===== config.mk =====
export PLATFORM = sky130hd
export DESIGN_NAME = sc_core
export DESIGN_NICKNAME = d
export VERILOG_FILES = /design/src/rtl/sc_pkg.sv /design/src/rtl/sc_main_dec.sv /design/src/rtl/sc_alu_dec.sv /design/src/rtl/sc_alu.sv /design/src/rtl/sc_regfile.sv /design/src/rtl/sc_mem.sv /design/src/rtl/sc_core.sv
export SDC_FILE = /design/constraint.sdc
export NUM_CORES = 1
export LEC_CHECK = 0
export ABC_AREA = 1
export CAP_MARGIN = 20
export CORE_ASPECT_RATIO = 0.9
export CORE_MARGIN = 2
export CORE_UTILIZATION = 43
export CTS_CLUSTER_DIAMETER = 150
export DETAILED_ROUTE_END_ITERATION = 10
export PLACE_DENSITY = 0.93
export SYNTH_ARGS = -nofsm -noshare
export SYNTH_HDL_FRONTEND = slang
export SYNTH_SLANG_ARGS = --single-unit

===== constraint.sdc =====
create_clock -name clk_i -period 1.4 [get_ports clk_i]
set_input_delay 0.21 -clock clk_i [delete_from_list [all_inputs] [get_ports clk_i]]
set_output_delay 0.21 -clock clk_i [all_outputs]
set_load 0.02 [all_outputs]

===== src/rtl/sc_pkg.sv =====
package sc_pkg;
  localparam int XLEN   = 32;
  localparam int NREG   = 32;
  localparam int RIDX_W = $clog2(NREG);

  localparam logic [5:0] OP_RTYPE = 6'd0;
  localparam logic [5:0] OP_JMP   = 6'd2;
  localparam logic [5:0] OP_BEQ   = 6'd4;
  localparam logic [5:0] OP_LW    = 6'd35;
  localparam logic [5:0] OP_SW    = 6'd43;

  localparam logic [5:0] FN_ADD = 6'h20;
  localparam logic [5:0] FN_SUB = 6'h22;
  localparam logic [5:0] FN_AND = 6'h24;
  localparam logic [5:0] FN_OR  = 6'h25;
  localparam logic [5:0] FN_SLT = 6'h2A;

  typedef enum logic [1:0] {
    AOP_ADD   = 2'b00,
    AOP_SUB   = 2'b01,
    AOP_FUNCT = 2'b10
  } alu_op_e;

  typedef enum logic [3:0] {
    ALU_AND = 4'b0000,
    ALU_OR  = 4'b0001,
    ALU_ADD = 4'b0010,
    ALU_SUB = 4'b0110,
    ALU_SLT = 4'b0111
  } alu_ctrl_e;

  typedef struct packed {
    logic    reg_dst;
    logic    alu_src;
    logic    mem_to_reg;
    logic    reg_write;
    logic    mem_read;
    logic    mem_write;
    logic    branch;
    logic    jump;
    alu_op_e alu_op;
  } ctrl_t;
endpackage


===== src/rtl/sc_main_dec.sv =====
module sc_main_dec
  import sc_pkg::*;
(
  input  logic [5:0] opcode_i,
  output ctrl_t      ctrl_o
);
  always_comb begin
    ctrl_o = '{default: '0, alu_op: AOP_ADD};
    case (opcode_i)
      OP_RTYPE: begin
        ctrl_o.reg_dst   = 1'b1;
        ctrl_o.reg_write = 1'b1;
        ctrl_o.alu_op    = AOP_FUNCT;
      end
      OP_LW: begin
        ctrl_o.alu_src    = 1'b1;
        ctrl_o.mem_to_reg = 1'b1;
        ctrl_o.reg_write  = 1'b1;
        ctrl_o.mem_read   = 1'b1;
      end
      OP_SW: begin
        ctrl_o.alu_src   = 1'b1;
        ctrl_o.mem_write = 1'b1;
      end
      OP_BEQ: begin
        ctrl_o.branch = 1'b1;
        ctrl_o.alu_op = AOP_SUB;
      end
      OP_JMP: ctrl_o.jump = 1'b1;
      default: ;  // unknown opcode: no side effects
    endcase
  end
endmodule


===== src/rtl/sc_alu_dec.sv =====
module sc_alu_dec
  import sc_pkg::*;
(
  input  alu_op_e    alu_op_i,
  input  logic [5:0] funct_i,
  output alu_ctrl_e  alu_ctrl_o
);
  always_comb begin
    alu_ctrl_o = ALU_ADD;
    case (alu_op_i)
      AOP_SUB: alu_ctrl_o = ALU_SUB;
      AOP_FUNCT: begin
        case (funct_i)
          FN_SUB:  alu_ctrl_o = ALU_SUB;
          FN_AND:  alu_ctrl_o = ALU_AND;
          FN_OR:   alu_ctrl_o = ALU_OR;
          FN_SLT:  alu_ctrl_o = ALU_SLT;
          default: alu_ctrl_o = ALU_ADD;
        endcase
      end
      default: alu_ctrl_o = ALU_ADD;
    endcase
  end
endmodule


===== src/rtl/sc_alu.sv =====
module sc_alu
  import sc_pkg::*;
#(
  parameter int W = 32
) (
  input  alu_ctrl_e      ctrl_i,
  input  logic [W-1:0]   a_i,
  input  logic [W-1:0]   b_i,
  output logic [W-1:0]   y_o,
  output logic           zero_o
);
  always_comb begin
    case (ctrl_i)
      ALU_AND: y_o = a_i & b_i;
      ALU_OR:  y_o = a_i | b_i;
      ALU_SUB: y_o = a_i - b_i;
      ALU_SLT: y_o = {{(W-1){1'b0}}, ($signed(a_i) < $signed(b_i))};
      default: y_o = a_i + b_i;
    endcase
  end
  assign zero_o = (y_o == '0);
endmodule


===== src/rtl/sc_regfile.sv =====
module sc_regfile #(
  parameter int W     = 32,
  parameter int DEPTH = 32,
  localparam int AW   = $clog2(DEPTH)
) (
  input  logic          clk_i,
  input  logic          rst_ni,
  input  logic [AW-1:0] ra_i,
  input  logic [AW-1:0] rb_i,
  output logic [W-1:0]  da_o,
  output logic [W-1:0]  db_o,
  input  logic          we_i,
  input  logic [AW-1:0] wa_i,
  input  logic [W-1:0]  wd_i
);
  logic [W-1:0] regs_q [DEPTH];

  assign regs_q[0] = '0;

  for (genvar g = 1; g < DEPTH; g++) begin : g_reg
    always_ff @(posedge clk_i or negedge rst_ni) begin
      if (!rst_ni)                       regs_q[g] <= '0;
      else if (we_i && wa_i == AW'(g))   regs_q[g] <= wd_i;
    end
  end

  assign da_o = regs_q[ra_i];
  assign db_o = regs_q[rb_i];
endmodule


===== src/rtl/sc_mem.sv =====
module sc_mem #(
  parameter int W     = 32,
  parameter int WORDS = 64,
  localparam int IW   = $clog2(WORDS)
) (
  input  logic         clk_i,
  input  logic [W-1:0] addr_i,
  input  logic         we_i,
  input  logic [W-1:0] wdata_i,
  output logic [W-1:0] rdata_o
);
  logic [W-1:0] mem_q [WORDS];
  logic [IW-1:0] idx;
  logic          unused_addr;

  assign idx         = addr_i[IW+1:2];
  assign unused_addr = ^{addr_i[1:0], addr_i[W-1:IW+2]};

  always_ff @(posedge clk_i) begin
    if (we_i) mem_q[idx] <= wdata_i;
  end

  assign rdata_o = mem_q[idx];
endmodule


===== src/rtl/sc_core.sv =====
module sc_core
  import sc_pkg::*;
#(
  parameter int IMEM_WORDS = 64,
  parameter int DMEM_WORDS = 64
) (
  input  logic              clk_i,
  input  logic              rst_ni,
  output logic [XLEN-1:0]   pc_o,
  output logic              wb_en_o,
  output logic [RIDX_W-1:0] wb_addr_o,
  output logic [XLEN-1:0]   wb_data_o
);
  logic [XLEN-1:0]   pc_q, pc_next, pc_plus4, br_tgt, j_tgt;
  logic [XLEN-1:0]   instr, imm_sext;
  logic [5:0]        opcode, funct;
  logic [RIDX_W-1:0] rs, rt, rd, wb_addr;
  logic [XLEN-1:0]   rs_val, rt_val, alu_b, alu_y, mem_rd, wb_data;
  logic              alu_zero;
  ctrl_t             ctrl;
  alu_ctrl_e         alu_ctrl;

  sc_mem #(.W(XLEN), .WORDS(IMEM_WORDS)) u_imem (
    .clk_i, .addr_i(pc_q), .we_i(1'b0), .wdata_i('0), .rdata_o(instr)
  );

  assign opcode   = instr[31:26];
  assign rs       = instr[25:21];
  assign rt       = instr[20:16];
  assign rd       = instr[15:11];
  assign funct    = instr[5:0];
  assign imm_sext = {{(XLEN-16){instr[15]}}, instr[15:0]};

  sc_main_dec u_main_dec (.opcode_i(opcode), .ctrl_o(ctrl));
  sc_alu_dec  u_alu_dec  (.alu_op_i(ctrl.alu_op), .funct_i(funct), .alu_ctrl_o(alu_ctrl));

  sc_regfile #(.W(XLEN), .DEPTH(NREG)) u_rf (
    .clk_i, .rst_ni,
    .ra_i(rs), .rb_i(rt), .da_o(rs_val), .db_o(rt_val),
    .we_i(ctrl.reg_write), .wa_i(wb_addr), .wd_i(wb_data)
  );

  assign alu_b = ctrl.alu_src ? imm_sext : rt_val;

  sc_alu #(.W(XLEN)) u_alu (
    .ctrl_i(alu_ctrl), .a_i(rs_val), .b_i(alu_b), .y_o(alu_y), .zero_o(alu_zero)
  );

  logic [XLEN-1:0] dmem_raw;
  sc_mem #(.W(XLEN), .WORDS(DMEM_WORDS)) u_dmem (
    .clk_i, .addr_i(alu_y), .we_i(ctrl.mem_write), .wdata_i(rt_val), .rdata_o(dmem_raw)
  );
  assign mem_rd = ctrl.mem_read ? dmem_raw : '0;

  assign wb_addr = ctrl.reg_dst ? rd : rt;
  assign wb_data = ctrl.mem_to_reg ? mem_rd : alu_y;

  // next-PC selection
  assign pc_plus4 = pc_q + XLEN'(4);
  assign br_tgt   = pc_plus4 + {imm_sext[XLEN-3:0], 2'b00};
  assign j_tgt    = {pc_q[XLEN-1:XLEN-4], instr[25:0], 2'b00};

  always_comb begin
    if (ctrl.jump)                    pc_next = j_tgt;
    else if (ctrl.branch && alu_zero) pc_next = br_tgt;
    else                              pc_next = pc_plus4;
  end

  always_ff @(posedge clk_i or negedge rst_ni) begin
    if (!rst_ni) pc_q <= '0;
    else         pc_q <= pc_next;
  end

  assign pc_o      = pc_q;
  assign wb_en_o   = ctrl.reg_write && (wb_addr != '0);
  assign wb_addr_o = wb_addr;
  assign wb_data_o = wb_data;
endmodule


* Word-level counts from Yosys, hierarchy flattened
Memories as Yosys holds them, arrays and structs flattened. Cells that the tools add are included.
Word-level totals: output and inout port bits 70, bits of input ports 2, word-level logic and storage cells 152, memories kept 1, memory bits (writable) 2048, bits in registers 1024
Memory list:
- u_dmem.mem_q | words 64, bits a word 32, rd ports 1, clocked after Yosys merged registers in 0, wr ports 1, RTL line sc_mem.sv:12 | logic [W-1:0] mem_q [WORDS];
Cells by class: equal/unequal tests 44, $lt $le $gt $ge 3, bitwise logic cells 4, reduce and logical (&&, ||, !) cells 39, add/subtract/negate cells 4, multiplexer cells 24
Operator list (count):
- binary-select mux 32 bit (select 5 bit) | 2
- two-way mux 32 bit | 7
- one-hot mux 32 bit (4 select lines) | 1
- == test 5 bit (second input constant) | 16
- == test 5 x 4 -> 1 bit (second input constant) | 8
- == test 6 bit (both inputs constant) | 6
- logical AND 1 bit | 33
- adder 32 x 3 -> 32 bit (second input constant) | 1
- adder 32 bit | 1
- adder 32 bit (second input constant) | 1
- bitwise AND 32 bit | 1
- zero test 32 bit | 1
- less-than comparator 32 bit | 1
- OR 32 bit | 1
- subtractor 32 bit | 1
- two-way mux 28 bit | 1
- == test 5 x 3 -> 1 bit (second input constant) | 4
- >= comparator 6 bit (second input constant) | 2
- NOT 5 -> 6 bit (first input constant) | 2
- one-hot mux 3 bit (4 select lines) | 1
- == test 5 x 2 -> 1 bit (second input constant) | 2
- two-way mux 1 bit | 9
- == test 4 x 3 -> 1 bit (second input constant) | 2
- one-hot mux 4 bit (2 select lines) | 1
- 12 further kinds | 13

* Longest topological paths before layout
word-level depth 11, mapped depth 8, gate-level depth less buffers 8

* By module
From an unflattened synthesis, not the netlist that was laid out.
Second synthesis, totals: cell total of the unflattened synthesis 27489, area, all modules 239953.9 um^2
Modules (own cells, without submodules):
- sc_mem | area an instance 85862.3 um^2, sequential area each 61499.0 um^2, instances 2, cells an instance 8408
- sc_regfile | area an instance 55989.9 um^2, sequential area each 24823.8 um^2, instances 1, cells an instance 8256
- sc_alu | area an instance 6563.8 um^2, sequential area each 0.0 um^2, instances 1, cells an instance 1369
- sc_core | area an instance 5370.2 um^2, sequential area each 750.7 um^2, instances 1, cells an instance 982
- sc_alu_dec | area an instance 185.2 um^2, sequential area each 0.0 um^2, instances 1, cells an instance 39
- sc_main_dec | area an instance 120.1 um^2, sequential area each 0.0 um^2, instances 1, cells an instance 27

* Least setup slack after synthesis
Ideal clock, no wire load.
kind register to register, from register pc_q[3] (netlist: pc_o[3]), to register pc_q[22] (netlist: pc_o[22]), library setup time 0.117 ns, clock period less this slack 1.473 ns, required time 1.283 ns, stages on the path, launching flop included 9, arrival 1.356 ns, setup slack -0.073 ns, path buffers 0, path through dfrtp_1 ha_1 nand2_1 nor2_4 nand2_4 nor2_8 nand2_1 nand2_1 nand2_1
On the way: cells in the longest elaborated chain, start to end 4
RTL lines:
- start, declared | RTL line sc_core.sv:14 | logic [XLEN-1:0] pc_q, pc_next, pc_plus4, br_tgt, j_tgt;
- start signal, assigned | RTL line sc_core.sv:71 | else pc_q <= pc_next;
- adder 32 x 3 -> 32 bit | RTL line sc_core.sv:59 | assign pc_plus4 = pc_q + XLEN'(4);
- adder 32 bit | RTL line sc_core.sv:60 | assign br_tgt = pc_plus4 + {imm_sext[XLEN-3:0], 2'b00};
- net br_tgt[22] | RTL line sc_core.sv:14
- two-way mux 32 bit | RTL line sc_core.sv:65 | else if (ctrl.branch && alu_zero) pc_next = br_tgt;
- two-way mux 28 bit | RTL line sc_core.sv:64 | if (ctrl.jump) pc_next = j_tgt;
The timed path passes the listed nets, and every way through them passes these cells. The select of a mux whose other input is x is not followed. A chain may end at the register's enable or synchronous reset.

* Worst setup path after layout
from register pc_q[11] (netlist: pc_o[11]), to output port pc_o[11]
RTL lines:
- end, declared | RTL line sc_core.sv:9 | output logic [XLEN-1:0] pc_o,
No word-level cell between the ends.

==> results.json <==
{
  "yosysWarnings": 0,
  "crit_path_end_kind": "output pin",
  "yosysSeqAreaShare_pct": 38.1,
  "area_growth_pct": 15.5,
  "r2r-end": "pc_o[22]$_DFF_PN0_",
  "clock-sinks": 26,
  "path_cells": "buf_4 -> dlygate4sd2_1",
  "dp_slack_ps": 54.0,
  "required_ps": 1190,
  "grt_use_met3_pct": 3.31,
  "core_area_um2": 3760,
  "antenna_left": 0,
  "largest_register_ffs": 26,
  "antenna_found_initial": 0,
  "post_drt_wl_per_cell_um": 11.7,
  "vdd_ir_drop_max_v": 0.000506,
  "vias": 1267,
  "path_delay_family": "buffers and inverters",
  "final.period_utilization_pct": 95.9,
  "grt_pass1_vias": 1141,
  "cts-root-buf": "clkbuf_8",
  "grt.met1_usage_pct": 20.0,
  "crit_slowest_cell": "dfrtp_1",
  "synthCells": 201,
  "p_leak_uw": 0.00110,
  "synth_ff_type": "dfrtp_1",
  "place_congestion": 0.859,
  "grt_max_degree": 27,
  "cts_hold_buf": 0,
  "synthTopCellsByCount": "nand2_1 (57), buf_4 (44), dfrtp_1 (26)",
  "port_buffers": 27,
  "fp.dieW_um": 70.4,
  "async_flop_share_pct": 100,
  "fmax_mhz": 745,
  "cp_max_fo": 3,
  "worstPathArrival_ps": 1130,
  "dpl.hpwl_um": 2470,
  "path_clk_slew_ps": 90,
  "final-max-slew-violation-count": 0,
  "drc": 0,
  "gr-usage-all-layers_pct": 15.2,
  "drt_pass1_iterations": 4,
  "syn_avg_cell_area_um2": 8.49,
  "setup_viol": 0,
  "fin_ws_ps": 57.3,
  "power_density_nw_per_um2": 690,
  "final.setup.tns_ps": 0,
  "nNetsFinal": 241,
  "grt_use_met2_pct": 26.7,
  "grt_busiest_layer": "met2",
  "final_area_um2": 1970,
  "dp_cells": 275,
  "routed_wl_um": 3320,
  "status": "finished clean",
  "die_h_um": 63.8,
  "stdcell_count": 283,
  "cts_htree_levels": 1,
  "dieArea_um2": 4490,
  "hold_path_class": "input port to async pin",
  "worst-setup-path-type": "register to output pin",
  "r2r_slack_ps": 80,
  "skew_ps": 2.61,
  "path_buf_inv": 2,
  "drv_cap": 0,
  "diodes": 0,
  "synth_top_area_cell": "dfrtp_1",
  "ioPinCount": 72,
  "fin_crit_ps": 1340,
  "drive_gt1_share_pct": 15.6,
  "cp-start-kind": "register",
  "cts_buffers": 3,
  "synth.top_cell.area_share_pct": 38.1,
  "synth.area.top_cells": "dfrtp_1 (38%), buf_4 (19%), nand2_1 (13%)",
  "hold_violations": 0,
  "insertion_delay_ps": 270,
  "cts.path.max_buffers": 2,
  "drtIter0Drc": 60,
  "synth-edff-count": 0,
  "r2r_start": "pc_o[2]$_DFF_PN0_",
  "cpPeakStageDelay_ps": 410,
  "p_total_uw": 1360,
  "netlist_area_um2": 1710,
  "yosysUniqueCellTypes": 19,
  "place_area_um2": 1890,
  "grt_overflow": 0,
  "worstRegToRegCells": 8,
  "cts_tree": "yes",
  "grt_pass1_wl_um": 5490,
  "viasPerCell": 4.48,
  "ys_ff_latch": 26,
  "start_util_pct": 45.4,
  "rows": 21,
  "synth.most_common_cell": "nand2_1"
}
how the worst max path moves through the flow:
stage / startpoint / end / slack [ps] / cells after the start
after floorplan: pc_o[3]$_DFF_PN0_ / pc_o[22]$_DFF_PN0_ / 20 / 8
after global placement: pc_o[3]$_DFF_PN0_ / pc_o[26]$_DFF_PN0_ / 100 / 8
after detailed placement: pc_o[3]$_DFF_PN0_ / pc_o[22]$_DFF_PN0_ / 50 / 8
after CTS: pc_o[2]$_DFF_PN0_ / pc_o[22]$_DFF_PN0_ / 30 / 8
after global routing: pc_o[2]$_DFF_PN0_ / pc_o[22]$_DFF_PN0_ / -5 / 8
final: pc_o[11]$_DFF_PN0_ / pc_o[11] / 60 / 2
timing repair:
| action | CTS | global route |
|---|---|---|
| resized for setup | 26 | 11 |
| pin swaps | 0 | 3 |
| endpoints found under the setup margin | 26 | 7 |
| setup buffers | 0 | 4 |
| cloned | 0 | 0 |
metal layers:
metal  share of wire [%]  routed length [um]  vias up
li1                    -                   -      598
met1                  43                1420      605
met2                  50                1640       61
met3                 7.6                 252        3
met4                0.18                   6        0
met5                   0                   0        -
cells in the final DEF, fill, tap and decap left out, types with 2 or more instances in the layout:
cell type | Yosys | routed
nor2_8 | 3 | 3
buf_4 | 44 | 6
xor2_1 | 7 | 7
dfrtp_1 | 26 | 20
and2_1 | 2 | 2
inv_1 | 8 | 8
dfrtp_2 | 0 | 6
clkbuf_8 | 0 | 4
conb_1 | 1 | 44
dlygate4sd2_1 | 0 | 26
nand3b_1 | 7 | 7
nor2_4 | 2 | 3
xor2_2 | 2 | 2
nand2_2 | 2 | 4
nand3_1 | 6 | 6
xnor2_1 | 6 | 6
nand2_4 | 2 | 2
nand2_1 | 57 | 55
nor2_2 | 4 | 6
nor2_1 | 20 | 17
per-stage QoR:
| step | hold slack (ps) | util [%] |
|---|---|---|
| after floorplan | -85.6 | - |
| after global placement | 492 | 50.2 |
| after detailed placement | 498 | 50.2 |
| after CTS | 306 | 50.8 |
| after global routing | 337 | 52.4 |
| final | 296 | 52.4 |
power by group:
| group | total, uW | leakage, uW | internal [uW] | switching, uW |
|---|---|---|---|---|
| clock | 487 | 0.0000288 | 251 | 235 |
| sequential | 750 | 0.000340 | 750 | 0 |
| combinational | 123 | 0.000735 | 4.26 | 119 |
| total | 1360 | 0.00110 | 1010 | 354 |
cell families after synthesis:
kind of cell             Yosys count  share of synthesized area [%]
adder cells (fa/ha/maj)            1                          0.733
AND/OR/NAND/NOR                  106                           31.2
buffers and inverters             52                           21.1
flip-flops                        26                           38.1
other                              1                          0.220
XOR/XNOR                          15                           8.58
cell type report:
type / instances / area, um2
Tap cell: 46 / 57.6
Inverter: 8 / 30.0
Sequential cell: 26 / 658
Multi-Input combinational cell: 166 / 887
Clock buffer: 4 / 55.1
Timing Repair Buffer: 33 / 283
Fill cell: 347 / 1790
Note: power is estimated with default switching activity, not from simulation.
